$ cat config.mk
export PLATFORM = sky130hd
export DESIGN_NAME = step_atten_ctrl
export DESIGN_NICKNAME = d
export VERILOG_FILES = /design/src/rtl/atten_ctrl_pkg.sv /design/src/rtl/sclk_rise_det.sv /design/src/rtl/atten_shreg.sv /design/src/rtl/atten_hold.sv /design/src/rtl/step_atten_ctrl.sv
export SDC_FILE = /design/constraint.sdc
export NUM_CORES = 1
export LEC_CHECK = 0
export BUFFER_PORTS_ARGS = -buffer_cell sky130_fd_sc_hd__buf_4
export CORE_MARGIN = 1
export CORE_UTILIZATION = 45
export CTS_BUF_LIST = sky130_fd_sc_hd__clkbuf_4 sky130_fd_sc_hd__clkbuf_8 sky130_fd_sc_hd__clkbuf_16
export CTS_CLUSTER_DIAMETER = 200
export DETAILED_ROUTE_END_ITERATION = 12
export PLACE_DENSITY_LB_ADDON = 0.2
export SYNTH_ARGS = -nofsm -noshare
export SYNTH_HDL_FRONTEND = slang
export SYNTH_SLANG_ARGS = --single-unit
$ cat constraint.sdc
create_clock -name clk -period 1.5 [get_ports clk]
set_clock_uncertainty 0.05 [all_clocks]
set_input_delay 0.15 -clock clk [delete_from_list [all_inputs] [get_ports clk]]
set_output_delay 0.15 -clock clk [all_outputs]
set_load 0.02 [all_outputs]
$ cat src/rtl/atten_ctrl_pkg.sv
package atten_ctrl_pkg;
  // number of binary-weighted attenuation stages
  localparam int unsigned STAGES = 6;
endpackage

$ cat src/rtl/sclk_rise_det.sv
module sclk_rise_det (
  input  logic clk,
  input  logic rst,
  input  logic ser_clk,
  output logic rise
);
  logic sclk_q;

  // take the pin level during reset so a high serial clock is not seen as an edge
  always_ff @(posedge clk) begin
    sclk_q <= ser_clk;
  end

  assign rise = ser_clk & ~sclk_q & ~rst;


  held_level_no_rise_chk: assert property (@(posedge clk) disable iff (rst)
    (ser_clk == sclk_q) |-> !rise);
endmodule

$ cat src/rtl/atten_shreg.sv
module atten_shreg #(
  parameter int unsigned W = atten_ctrl_pkg::STAGES
) (
  input  logic         clk,
  input  logic         rst,
  input  logic [W-1:0] preset,
  input  logic         shift_en,
  input  logic         ser_data,
  output logic [W-1:0] q,
  output logic [W-1:0] q_next
);
  always_comb begin
    if (rst)           q_next = preset;
    else if (shift_en) q_next = {q[W-2:0], ser_data};
    else               q_next = q;
  end

  always_ff @(posedge clk) begin
    q <= q_next;
  end


  idle_stable_chk: assert property (@(posedge clk) disable iff (rst)
    !shift_en |=> $stable(q));

  shift_in_chk: assert property (@(posedge clk) disable iff (rst)
    shift_en |=> (q[0] == $past(ser_data)));
endmodule

$ cat src/rtl/atten_hold.sv
module atten_hold #(
  parameter int unsigned W = atten_ctrl_pkg::STAGES
) (
  input  logic         clk,
  input  logic         rst,
  input  logic [W-1:0] preset,
  input  logic         latch_en,
  input  logic [W-1:0] load_val,
  output logic [W-1:0] q
);
  always_ff @(posedge clk) begin
    if (rst)           q <= preset;
    else if (latch_en) q <= load_val;
  end


  hold_frozen_chk: assert property (@(posedge clk) disable iff (rst)
    !latch_en |=> $stable(q));
endmodule

$ cat src/rtl/step_atten_ctrl.sv
module step_atten_ctrl #(
  parameter int unsigned W = atten_ctrl_pkg::STAGES
) (
  input  logic         clk,
  input  logic         rst,
  input  logic         ser_clk,
  input  logic         ser_data,
  input  logic         latch_en,
  input  logic [W-1:0] preset,
  output logic [W-1:0] atten_sel,
  output logic [W-1:0] atten_half_db
);
  localparam logic [W-1:0] ONE = {{(W-1){1'b0}}, 1'b1};

  logic         rise;
  logic [W-1:0] sr_q;
  logic [W-1:0] sr_next;
  logic [W-1:0] hold_q;

  sclk_rise_det u_edge (
    .clk     (clk),
    .rst     (rst),
    .ser_clk (ser_clk),
    .rise    (rise)
  );

  atten_shreg #(.W(W)) u_shreg (
    .clk      (clk),
    .rst      (rst),
    .preset   (preset),
    .shift_en (rise),
    .ser_data (ser_data),
    .q        (sr_q),
    .q_next   (sr_next)
  );

  // the hold copy tracks the post-edge contents so a fall between edges captures them
  atten_hold #(.W(W)) u_hold (
    .clk      (clk),
    .rst      (rst),
    .preset   (preset),
    .latch_en (latch_en),
    .load_val (sr_next),
    .q        (hold_q)
  );

  // transparent while enabled, otherwise the captured word
  assign atten_sel = latch_en ? sr_q : hold_q;

  // weighted total: stage i is worth 2^i half-dB units
  logic [W-1:0] psum [W+1];
  assign psum[0] = '0;
  for (genvar i = 0; i < W; i++) begin : g_weight
    assign psum[i+1] = psum[i] + (atten_sel[i] ? (ONE << i) : '0);
  end
  assign atten_half_db = psum[W];


  preset_load_chk: assert property (@(posedge clk)
    rst |=> (rst || atten_sel == $past(preset)));

  out_frozen_chk: assert property (@(posedge clk) disable iff (rst)
    !latch_en |=> (latch_en || $stable(atten_sel)));

  transparent_chk: assert property (@(posedge clk) disable iff (rst)
    (latch_en && $past(latch_en) && !$past(rise)) |-> $stable(atten_sel));

  half_db_chk: assert property (@(posedge clk) disable iff (rst)
    atten_half_db == atten_sel);
endmodule

==> flow_summary.yaml <==
timing:
  final-hold-violation-count: 0
  timing.final.crit_period_ns: 1.37
  grt_setup_unrepaired: "no"
  setup_violations: 0
  slew_headroom_pct: 82.6
  slew_viol_final: 0
  fmax_mhz: 728
  worst_slew_pin_slew_ns: 0.260
  worst_slack_ns: 0.126
  setup_tns_ns: 0
  fin_crit_sh_pct: 91.6
layout:
  area_growth_pct: 25.3
  diodes: 0
  drive_gt1_share_pct: 59.1
  num-nets-final: 78
clock_network:
  post_cts_buffers: 0
  h-tree-depth: 1
  hold_buffers: 1
  max-clock-path-buffers: 2
  cts_made_buffers: 3
  cts.reportedPaths.clkPinSlew_ns: 0.08
  postCtsResizedCells: 0
  cts_sinks: 13
  cts_tree: "yes"
  clock-root-buffer: "clkbuf_4"
  clk-insertion-delay-late_ns: 0.27
setup_path:
  start_kind: "input pin"
  crit_path_cell_trace: "dlygate4sd3_1 -> buf_4 -> and4bb_2 -> a221o_1"
  cpPeakStageDelay_ns: 0.53
  crit_arrival_ns: 1.34
  critPathKind: "input pin to flop"
  critPathMaxFanout: 8
  endpoint_kind: "flop"
  cp_data_required_time_ns: 1.47
  crit_slowest_cell: "dlygate4sd3_1"
route:
  drtAntennaViolNets: 0
  wire_per_inst_um: 14.4
  firstDrtPassIters: 4
  drc: 0
  drt-initial-drc-count: 7
  drt_wl_total_mm: 1.17
  vias: 429
  via_per_inst: 5.30
synthesis:
  yosysTopAreaCell: "edfxtp_1"
  synth-seq-area-share_pct: 49.5
  synth_nets: 58
  synth.top_cell.area_share_pct: 27.9
  synth_area_um2: 647
  synthDistinctLibCells: 14
  synth.area.top_cells: "edfxtp_1 (28%), dfxtp_1 (22%), mux2_2 (10%)"
  synthCells: 47
  ys_ff_latch: 13
  syn_avg_cell_area_um2: 13.8
  yosys_warnings: 0
global_routing:
  grt_overflow: 0
  grtUsageTotal_pct: 16.5
  grt_antenna_before_repair: 0
  grt_pass1_vias: 389
  grt_max_degree: 20
  grt_pass1_wl_mm: 1.66
flow_run:
  cap_violations: 0
pwr:
  leakagePower_uw: 0.000364
  total_power_uw: 890
  ir_drop_uv: 660
  power_density_nw_per_um2: 1100
die:
  core_area_um2: 1320
  chipHeight_um: 39.9
  initial_core_util_pct: 49.1
  die_area_um2: 1590
  die_w_um: 39.9
  rows: 13
  ios: 23
placed_design:
  port_buffers: 22
  preCtsSetupSlack_ns: 0.240
  dp_hpwl_um: 843
  place.gp.congestion: 0.633
status:
  status: "completed"
min_path:
  min_path_type: "input pin to flop"
-- cell families (layout without fill, tap and decap cells) --
logic type             Yosys count  in the layout  synth area share (%)
DFF                             13             13                  49.5
AOI/OAI and AO/OA                6              6                  9.28
muxes                            6              6                  10.4
and+or+nand+nor                 14             14                  21.5
buffers and inverters            8             27                  9.28
-- path summary, 6_finish.rpt --
path	start	to	slack, ns	cells past startpoint
max	ser_clk	u_hold.q[5]$_DFFE_PP_	0.13	4
min	preset[1]	u_shreg.q[1]$_DFF_P_	0.08	2
max reg2reg	u_edge.sclk_q$_DFF_P_	u_hold.q[5]$_DFFE_PP_	0.23	2
min reg2reg	u_shreg.q[5]$_DFF_P_	u_shreg.q[5]$_DFF_P_	0.59	2
-- final cells by class --
| type | instances | area [µm²] |
|---|---|---|
| Sequential cell | 13 | 320 |
| Timing Repair Buffer | 23 | 175 |
| Tap cell | 15 | 18.8 |
| Clock buffer | 4 | 30.0 |
| Fill cell | 119 | 507 |
| Multi-Input combinational cell | 26 | 267 |
-- synth_stat cells --
cell / count
and4bb_1: 3
a221o_1: 6
mux2_2: 6
buf_6: 1
buf_4: 6
clkbuf_1: 1
dfxtp_1: 7
and4bb_2: 3
edfxtp_1: 6
and2b_2: 1
and2b_4: 2
or2_2: 1
nand2b_1: 1
and2b_1: 3
-- per-layer routing --
layer	up-vias	global-route usage (%)	wire, µm
li1	216	-	-
met1	200	19.3	513
met2	13	27.0	592
met3	0	3.41	61
met4	0	10.3	0
met5	-	0	0
-- through the flow --
step / util [%] / hold WS [ns] / instance area, µm² / std cells
floorplan: - / 0.128 / 647 / 47
global placement: 58.5 / 0.250 / 771 / 76
detailed placement: 58.5 / 0.252 / 771 / 76
CTS: 61.5 / 0.0761 / 811 / 81
global route: 61.5 / 0.0890 / 811 / 81
finish: 61.5 / 0.0793 / 811 / 81
-- power by group --
part           switching [µW]  internal [µW]  leakage (µW)
Combinational             112            120      0.000224
Clock                     108            121     0.0000184
Sequential               17.1            412      0.000122
Total                     237            653      0.000364
-- flip-flops by register name, indices dropped and copies added, names as in the netlist --
register / flops
u_hold.q: 6
u_shreg.q: 6
u_edge.sclk_q: 1
-- layout by cell type, fill, tap and decap left out, drive strengths merged --
master and count:
clkbuf 4, dlygate4sd3 1, or2 1, edfxtp 6, mux2 6, a221o 6
and2b 6, buf 22, nand2b 1, and4bb 6, dfxtp 7
-- worst max-delay path: cells and delay by family --
family | cells | cell delay [ns]
compound gates | 1 | 0.28
buf+inv | 2 | 0.69
simple gates | 1 | 0.22
Note: power is estimated with default switching activity, not from simulation.
